### src/rtl/afc_pkg.sv
package afc_pkg;
   typedef enum logic [1:0] {
      LD_IDLE  = 2'd0,
      LD_TEST  = 2'd1,
      LD_FETCH = 2'd2
   } ld_state_e;

   localparam logic [1:0] FLD_MASK = 2'd0;
   localparam logic [1:0] FLD_LO   = 2'd1;
   localparam logic [1:0] FLD_MID  = 2'd2;
   localparam logic [1:0] FLD_HI   = 2'd3;

   typedef struct packed {
      logic accept;
      logic mcast;
      logic bcast;
   } verdict_t;
endpackage

### src/rtl/afc_cam.sv
module afc_cam #(
   parameter int unsigned N_ENTRIES      = 16,
   parameter int unsigned AW             = 48,
   parameter bit          CLEAR_ON_RESET = 1'b1
) (
   input  logic                         clk,
   input  logic                         rst_n,
   input  logic                         wr_en,
   input  logic [$clog2(N_ENTRIES)-1:0] wr_idx,
   input  logic [AW-1:0]                wr_data,
   input  logic                         mask_we,
   input  logic [N_ENTRIES-1:0]         mask_data,
   input  logic [AW-1:0]                key,
   output logic [N_ENTRIES-1:0]         hit,
   input  logic [$clog2(N_ENTRIES)-1:0] rd_idx,
   output logic [AW-1:0]                rd_data
);
   localparam int unsigned IDX_W = $clog2(N_ENTRIES);

   logic [AW-1:0]        ent_q [N_ENTRIES];
   logic [N_ENTRIES-1:0] en_q;
   logic [N_ENTRIES-1:0] match;

   always_ff @(posedge clk or negedge rst_n) begin
      if (!rst_n)       en_q <= '0;
      else if (mask_we) en_q <= mask_data;
   end

   for (genvar i = 0; i < N_ENTRIES; i++) begin : g_ent
      logic sel;
      assign sel = wr_en && (wr_idx == IDX_W'(i));
      if (CLEAR_ON_RESET) begin : g_rst
         always_ff @(posedge clk or negedge rst_n) begin
            if (!rst_n)   ent_q[i] <= '0;
            else if (sel) ent_q[i] <= wr_data;
         end
      end else begin : g_norst
         always_ff @(posedge clk) begin
            if (sel) ent_q[i] <= wr_data;
         end
      end
      assign match[i] = (ent_q[i] == key);
   end

   assign hit     = match & en_q;
   assign rd_data = ent_q[rd_idx];
endmodule

### src/rtl/afc_loader.sv
module afc_loader
   import afc_pkg::*;
#(
   parameter int unsigned PTR_W  = 16,
   parameter int unsigned CNT_W  = 5,
   parameter int unsigned DATA_W = 16,
   parameter int unsigned IDX_W  = 4
) (
   input  logic                clk,
   input  logic                rst_n,
   input  logic                start,
   input  logic                wide,
   input  logic [PTR_W-1:0]    start_ptr,
   input  logic [CNT_W-1:0]    start_cnt,
   output logic                mem_req,
   output logic [PTR_W-1:0]    mem_addr,
   input  logic                mem_ack,
   input  logic [DATA_W-1:0]   mem_rdata,
   output logic                ent_we,
   output logic [IDX_W-1:0]    ent_idx,
   output logic [3*DATA_W-1:0] ent_data,
   output logic                mask_we,
   output logic [DATA_W-1:0]   mask_data,
   output logic                busy,
   output logic                done
);
   localparam int unsigned        FLD_B  = DATA_W / 8;
   localparam logic [PTR_W-1:0]   STEP_N = PTR_W'(FLD_B);
   localparam logic [PTR_W-1:0]   STEP_W = PTR_W'(2 * FLD_B);

   ld_state_e          st_q;
   logic [PTR_W-1:0]   ptr_q;
   logic [CNT_W-1:0]   cnt_q;
   logic [IDX_W-1:0]   idx_q;
   logic               wide_q;
   logic [1:0]         fld_q;
   logic [DATA_W-1:0]  f1_q, f2_q;
   logic               done_q;
   logic [PTR_W-1:0]   fld_step;
   logic [PTR_W-1:0]   fld_off;
   logic               take;

   assign fld_step = wide_q ? STEP_W : STEP_N;
   assign fld_off  = fld_step * {{(PTR_W-2){1'b0}}, fld_q};
   assign mem_req  = (st_q == LD_FETCH);
   assign mem_addr = ptr_q + fld_off;
   assign take     = mem_req && mem_ack;

   assign ent_we    = take && (fld_q == FLD_HI);
   assign ent_idx   = idx_q;
   assign ent_data  = {mem_rdata, f2_q, f1_q};
   assign mask_we   = take && (fld_q == FLD_MASK);
   assign mask_data = mem_rdata;
   assign busy      = (st_q != LD_IDLE);
   assign done      = done_q;

   always_ff @(posedge clk or negedge rst_n) begin
      if (!rst_n) begin
         st_q   <= LD_IDLE;
         ptr_q  <= '0;
         cnt_q  <= '0;
         idx_q  <= '0;
         wide_q <= 1'b0;
         fld_q  <= FLD_MASK;
         f1_q   <= '0;
         f2_q   <= '0;
         done_q <= 1'b0;
      end else begin
         done_q <= 1'b0;
         case (st_q)
            LD_IDLE: begin
               if (start) begin
                  ptr_q  <= start_ptr;
                  cnt_q  <= start_cnt;
                  wide_q <= wide;
                  idx_q  <= '0;
                  st_q   <= LD_TEST;
               end
            end
            LD_TEST: begin
               fld_q <= (cnt_q != '0) ? FLD_LO : FLD_MASK;
               st_q  <= LD_FETCH;
            end
            LD_FETCH: begin
               if (mem_ack) begin
                  case (fld_q)
                     FLD_MASK: begin
                        done_q <= 1'b1;
                        st_q   <= LD_IDLE;
                     end
                     FLD_LO: begin
                        f1_q  <= mem_rdata;
                        fld_q <= FLD_MID;
                     end
                     FLD_MID: begin
                        f2_q  <= mem_rdata;
                        fld_q <= FLD_HI;
                     end
                     default: begin
                        idx_q <= idx_q + 1'b1;
                        cnt_q <= cnt_q - 1'b1;
                        ptr_q <= ptr_q + (fld_step << 2);
                        st_q  <= LD_TEST;
                     end
                  endcase
               end
            end
            default: st_q <= LD_IDLE;
         endcase
      end
   end
endmodule

### src/rtl/afc_classify.sv
module afc_classify
   import afc_pkg::*;
#(
   parameter int unsigned AW        = 48,
   parameter int unsigned N_ENTRIES = 16
) (
   input  logic                 clk,
   input  logic                 rst_n,
   input  logic                 key_valid,
   input  logic [AW-1:0]        key,
   input  logic                 promisc,
   input  logic                 all_mcast,
   input  logic                 bcast_en,
   input  logic [N_ENTRIES-1:0] hit,
   output logic                 res_valid,
   output verdict_t             res
);
   verdict_t next_v;
   logic     group_bit;
   logic     is_bcast;

   assign group_bit = key[0];
   assign is_bcast  = &key;

   always_comb begin
      next_v = '0;
      if (promisc && !group_bit) begin
         next_v.accept = 1'b1;
      end else if (all_mcast && group_bit) begin
         next_v.accept = 1'b1;
         next_v.mcast  = 1'b1;
      end else if (bcast_en && is_bcast) begin
         next_v.accept = 1'b1;
         next_v.bcast  = 1'b1;
      end else begin
         next_v.accept = |hit;
      end
   end

   always_ff @(posedge clk or negedge rst_n) begin
      if (!rst_n) begin
         res_valid <= 1'b0;
         res       <= '0;
      end else begin
         res_valid <= key_valid;
         res       <= key_valid ? next_v : '0;
      end
   end
endmodule

### src/rtl/addr_filter_cam.sv
module addr_filter_cam
   import afc_pkg::*;
#(
   parameter int unsigned N_ENTRIES      = 16,
   parameter int unsigned DATA_W         = 16,
   parameter int unsigned PTR_W          = 16,
   parameter int unsigned CNT_W          = 5,
   parameter bit          CLEAR_ON_RESET = 1'b1
) (
   input  logic                          clk,
   input  logic                          rst_n,
   input  logic                          dst_valid,
   input  logic [3*DATA_W-1:0]           dst_addr,
   input  logic                          mode_promisc,
   input  logic                          mode_all_mcast,
   input  logic                          mode_bcast,
   output logic                          res_valid,
   output logic                          res_accept,
   output logic                          res_mcast,
   output logic                          res_bcast,
   input  logic                          load_start,
   input  logic                          load_wide,
   input  logic [PTR_W-1:0]              load_ptr,
   input  logic [CNT_W-1:0]              load_count,
   output logic                          load_busy,
   output logic                          load_done,
   output logic                          mem_req,
   output logic [PTR_W-1:0]              mem_addr,
   input  logic                          mem_ack,
   input  logic [DATA_W-1:0]             mem_rdata,
   input  logic                          sw_reset,
   input  logic [$clog2(N_ENTRIES)-1:0]  dbg_ptr,
   input  logic [1:0]                    dbg_sel,
   output logic [DATA_W-1:0]             dbg_data
);
   localparam int unsigned AW     = 3 * DATA_W;
   localparam int unsigned IDX_W  = $clog2(N_ENTRIES);
   localparam int unsigned SLICES = AW / DATA_W;

   if (N_ENTRIES > DATA_W) begin : g_chk_mask
      $error("enable mask must fit one descriptor field");
   end
   if ((1 << IDX_W) != N_ENTRIES) begin : g_chk_pow2
      $error("entry count must be a power of two");
   end
   if (AW != 48) begin : g_chk_aw
      $error("three fields must form a 48-bit address");
   end
   if (PTR_W < 8 || CNT_W < 1) begin : g_chk_ptr
      $error("pointer or count too narrow");
   end

   logic                 ent_we;
   logic [IDX_W-1:0]     ent_idx;
   logic [AW-1:0]        ent_data;
   logic                 mask_we;
   logic [DATA_W-1:0]    mask_word;
   logic [N_ENTRIES-1:0] hit;
   logic [AW-1:0]        rd_entry;
   verdict_t             verdict;

   afc_loader #(
      .PTR_W (PTR_W),
      .CNT_W (CNT_W),
      .DATA_W(DATA_W),
      .IDX_W (IDX_W)
   ) u_loader (
      .clk      (clk),
      .rst_n    (rst_n),
      .start    (load_start),
      .wide     (load_wide),
      .start_ptr(load_ptr),
      .start_cnt(load_count),
      .mem_req  (mem_req),
      .mem_addr (mem_addr),
      .mem_ack  (mem_ack),
      .mem_rdata(mem_rdata),
      .ent_we   (ent_we),
      .ent_idx  (ent_idx),
      .ent_data (ent_data),
      .mask_we  (mask_we),
      .mask_data(mask_word),
      .busy     (load_busy),
      .done     (load_done)
   );

   afc_cam #(
      .N_ENTRIES     (N_ENTRIES),
      .AW            (AW),
      .CLEAR_ON_RESET(CLEAR_ON_RESET)
   ) u_cam (
      .clk      (clk),
      .rst_n    (rst_n),
      .wr_en    (ent_we),
      .wr_idx   (ent_idx),
      .wr_data  (ent_data),
      .mask_we  (mask_we),
      .mask_data(mask_word[N_ENTRIES-1:0]),
      .key      (dst_addr),
      .hit      (hit),
      .rd_idx   (dbg_ptr),
      .rd_data  (rd_entry)
   );

   afc_classify #(
      .AW       (AW),
      .N_ENTRIES(N_ENTRIES)
   ) u_classify (
      .clk      (clk),
      .rst_n    (rst_n),
      .key_valid(dst_valid),
      .key      (dst_addr),
      .promisc  (mode_promisc),
      .all_mcast(mode_all_mcast),
      .bcast_en (mode_bcast),
      .hit      (hit),
      .res_valid(res_valid),
      .res      (verdict)
   );

   assign res_accept = verdict.accept;
   assign res_mcast  = verdict.mcast;
   assign res_bcast  = verdict.bcast;

   always_comb begin
      dbg_data = '0;
      if (sw_reset) begin
         for (int k = 0; k < SLICES; k++) begin
            if (dbg_sel == 2'(k)) dbg_data = rd_entry[k*DATA_W +: DATA_W];
         end
      end
   end
endmodule

### config.mk
export PLATFORM = sky130hd
export DESIGN_NAME = addr_filter_cam
export DESIGN_NICKNAME = d
export VERILOG_FILES = /design/src/rtl/afc_pkg.sv /design/src/rtl/afc_cam.sv /design/src/rtl/afc_loader.sv /design/src/rtl/afc_classify.sv /design/src/rtl/addr_filter_cam.sv
export SDC_FILE = /design/constraint.sdc
export NUM_CORES = 2
export LEC_CHECK = 0
export ABC_AREA = 1
export BUFFER_PORTS_ARGS = -buffer_cell sky130_fd_sc_hd__buf_2
export CORE_MARGIN = 4
export CORE_UTILIZATION = 30
export DETAILED_ROUTE_END_ITERATION = 6
export GPL_TIMING_DRIVEN = 1
export PLACE_DENSITY = 0.44
export SYNTH_ARGS = -nofsm -noshare
export SYNTH_HDL_FRONTEND = slang
export SYNTH_SLANG_ARGS = --single-unit
### constraint.sdc
create_clock -name clk -period 2.6 [get_ports clk]
set_clock_uncertainty 0.1 [all_clocks]
set_input_delay 0.13 -clock clk [delete_from_list [all_inputs] [get_ports clk]]
set_output_delay 0.13 -clock clk [all_outputs]
set_load 0.03 [all_outputs]
==> results by group <==
Run status
  – Status: finished, violations left
  – Violated checks: design-rule violations, negative setup slack

GRT
  – First-pass GRT wire length: 522,000 um
  – Initial antenna violation count: 48
  – Overall Global Routing Usage: 44.48%
  – Grt total ovfl: 0
  – Pin count of the biggest net entering global routing: 98
  – Number of global-route vias before repair: 54,802

Drt
  – Initial DRC count: 11,165
  – Antenna viol nets, final: 0
  – Aggregate routed wire length: 400,800 um
  – Wire length per cell: 38.59 um
  – # DRC: 6
  – Top routing layer in use: met5
  – Metal-1 WL: 159,600 um
  – Routed wl met3: 48,950 um
  – DR vias: 60,979
  – Vias per cell: 5.871
  – Met2 WL: 158,300 um
  – Drt pass-1 iters: 7

Timing
  – Max frequency: 0.3129 GHz
  – Fin. Hold Viols: 0
  – Setup TNS: -7479 ps
  – Measured slew at the worst slew-check pin: 1135 ps
  – Setup Viol. Count Final: 24
  – Fin crit share: 122.9%
  – Slew headroom: 24.25%
  – Fin worst setup slack: -596.4 ps
  – Fin crit period: 3196 ps
  – RSZ-0062 raised after global routing: true
  – Final Max Slew Viols: 0

Yosys
  – Distinct cells, synth: 39
  – Mapped Nets: 7,500
  – Most frequent cells after synthesis: 1,995 x nand2_1, 1,269 x o21ai_0, 851 x dfrtp_1
  – Top-count cell post-synth: nand2_1
  – Flops & latches, synth: 851
  – Syn_area_per_cell: 6.864 sq um
  – Mapped Cells: 7,379
  – Top cells by area, synth: dfrtp_1 42%, nand2_1 15%, o21ai_0 13%
  – Number of synthesized flops with an enable pin: 0
  – Yosys top cell by area: dfrtp_1
  – Mapped Area: 50,650 sq um
  – Seq/Total Area, Yosys: 42.05%
  – Ys flop type: dfrtp_1
  – FFs w/ async S/R, synth: 100.0%
  – Post-synth top area share: 42.05%
  – Yosys warns: 0

Worst setup path
  – R2R Setup Slk: -40 ps
  – Reg2Reg Depth: 15
  – Top delay family on crit path: adder cells
  – Crit Reg-Reg Endpoint: u_classify.res[2]
  – Worst setup EP type: output port
  – Crit path buf inv count: 4
  – Most used cell, CP: nor2_2
  – Critical-path cell list: buf_4 > nor2_2 > ha_1 > ha_2 > inv_2 > fa_2 > nor2_2 > o21ai_2 > nor2_2 > buf_4 > xor2_2 > buf_6
  – Crit path DAT: 2970 ps
  – Worst reg2reg path startpoint: u_cam.ent_q[78]
  – Worst path max stage delay: 420 ps
  – Startpoint class of the critical path: flip-flop
  – Critical-path maximum fanout: 4
  – Critical setup path kind: flip-flop to output port
  – Worst Path Required: 2370 ps
  – Slowest cell on crit path: dfrtp_1

Power
  – Comb power frac: 31.2%
  – Sequential power share: 34.9%
  – Switch Pwr: 19,940 uW
  – P_int: 29,200 uW
  – Max IR drop VDD: 948.5 uV
  – Clock power share: 33.9%
  – Sw Ratio: 40.58%
  – Pwr dens: 735.9 nW/um^2
  – Leakage: 0.03091 uW

Place
  – RD Place Congestion: 1.090
  – Post-DP HPWL: 308,500 um
  – Port Buffers: 139
  – Dpl ws: -470.8 ps

Cells and area
  – Nets: 8,190
  – Final core occ: 39.89%
  – Fraction of layout cells with a size suffix above 1: 20.95%
  – Synthesis-to-finish area growth: 31.86%

CTS
  – CTS Buffer Depth: 3
  – Clk pin slew, worst setup/hold paths: 60 ps
  – Depth of the CTS H-tree: 3
  – CTS tree: built
  – Num CTS Buffers: 109
  – CTS sink cnt: 851
  – Clock root buffer: clkbuf_16
  – Clk Latency, worst-skew pair: 820 ps

Die
  – Starting Density: 30.25%
  – Cell row count: 150
  – IO Pins: 140
  – Die width: 418.9 um
  – Core area: 167,400 sq um
  – Die extent in y: 418.9 um
  – Die area: 175,500 sq um

Hold path
  – Hold Path Class: input port to flip-flop
  – Worst Hold Path EP: u_loader.ptr_q[5]
  – Hold Crit Depth: 4
  – Hold_sp: load_ptr[5]

Job
  – Max Cap Viol: 0
[area by class of cell]
cell class                 count  area, sq um
clock inverter                46        585.6
multi-input combinational   5231        25740
tap                         2204         2758
inverter                     772         2962
antenna                       20        50.05
timing repair buffer        1104        10100
clock buffer                 158         3182
fill                       17894       100600
sequential                   851        21410
[per-layer routing]
layer  vias to the layer above  global-route usage, %
met2                      4570                  61.92
met1                     30142                  59.83
li1                      25268                      -
met3                       983                  12.54
met4                        16                  29.01
met5                         -                 0.7780
[placed cells by master (no fill, tap or decap), drive strengths merged]
cell type,netlist,routed
nand2,1996,1996
o21ai,1349,1349
buf,175,1043
dfrtp,851,851
inv,756,748
nor2,627,627
a21oi,517,517
nand3,304,304
clkbuf,350,158
o22ai,108,108
xor2,82,82
xnor2,75,75
dlygate4sd3,0,61
nand4,55,55
clkinv,16,46
o211ai,31,31
diode,0,20
ha,18,18
nor3,16,16
clkinvlp,0,13
bufinv,0,11
o221ai,8,8
a221oi,8,8
nor4,7,7
a32oi,6,6
o31ai,6,6
a31oi,4,4
o21bai,4,4
a21boi,4,4
a211oi,2,2
fa,2,2
a2bb2oi,1,1
nor3b,1,1
[power groups by stage]
| stage | sequential, uW | combinational, uW | clock, uW |
|---|---|---|---|
| global placement | 17300 | 13200 | 0 |
| detailed placement | 17300 | 13300 | 0 |
| finish | 17200 | 15300 | 16700 |
| floorplan | 16000 | 6350 | 0 |
| CTS | 17000 | 14400 | 16700 |
| global route | 17200 | 15800 | 17200 |
[sequential cells by signal, indices dropped and copies added, names as in the netlist]
signal                cells
u_classify.res_valid      1
u_loader.ptr_q           16
u_loader.wide_q           1
u_classify.res            3
u_cam.en_q               16
u_loader.st_q             2
u_loader.fld_q            2
u_loader.ent_idx          4
u_loader.f1_q            16
u_cam.ent_q             768
u_loader.f2_q            16
u_loader.done             1
u_loader.cnt_q            5
[timing repair]
item,CTS,global route
pin swaps,133,115
hold endpoints to repair,1140,0
resized for setup,494,253
hold buffers,62,0
setup buffers,108,60
setup endpoints to repair,30,34
[kinds of logic after synthesis]
kind of cell / synth area share [%]
AO/OA/AOI/OAI: 20.92
XOR/XNOR: 2.715
adder cells (fa/ha/maj): 0.5238
buffers and inverters: 10.13
flip-flops: 42.05
AND/OR/NAND/NOR: 23.67
[how the worst max path moves through the flow]
stage,start,end,slack (ps),cells past startpoint
finish,u_loader.wide_q,mem_addr[8],-600,12
global route,u_loader.wide_q,mem_addr[8],-730,12
CTS,u_loader.fld_q[1],mem_addr[15],-730,14
detailed placement,dst_addr[15],u_classify.res[2],-470,15
global placement,dst_addr[15],u_classify.res[2],-490,15
floorplan,u_loader.fld_q[1],mem_addr[12],-10,11
[per-stage QoR]
stage	instance area, sq um	total power, uW	hold slack [ps]	instances
6_report	66780	49140	62.61	10386
5_1_grt	66740	50220	80.56	10370
4_1_cts	65740	48160	4.333	10311
3_5_place_dp	59370	30580	-99.31	9951
3_3_place_gp	59370	30560	-99.16	9951
2_1_floorplan	50680	22370	-265.6	7379
[worst reg2reg max path: cells and delay by family (launching register included)]
family / cells / cell delay [ps]
AOI/OAI and AO/OA: 1 / 150
buffers and inverters: 2 / 390
DFF: 1 / 400
and+or+nand+nor: 12 / 1530
No activity file was read; power rests on OpenSTA's default activity.
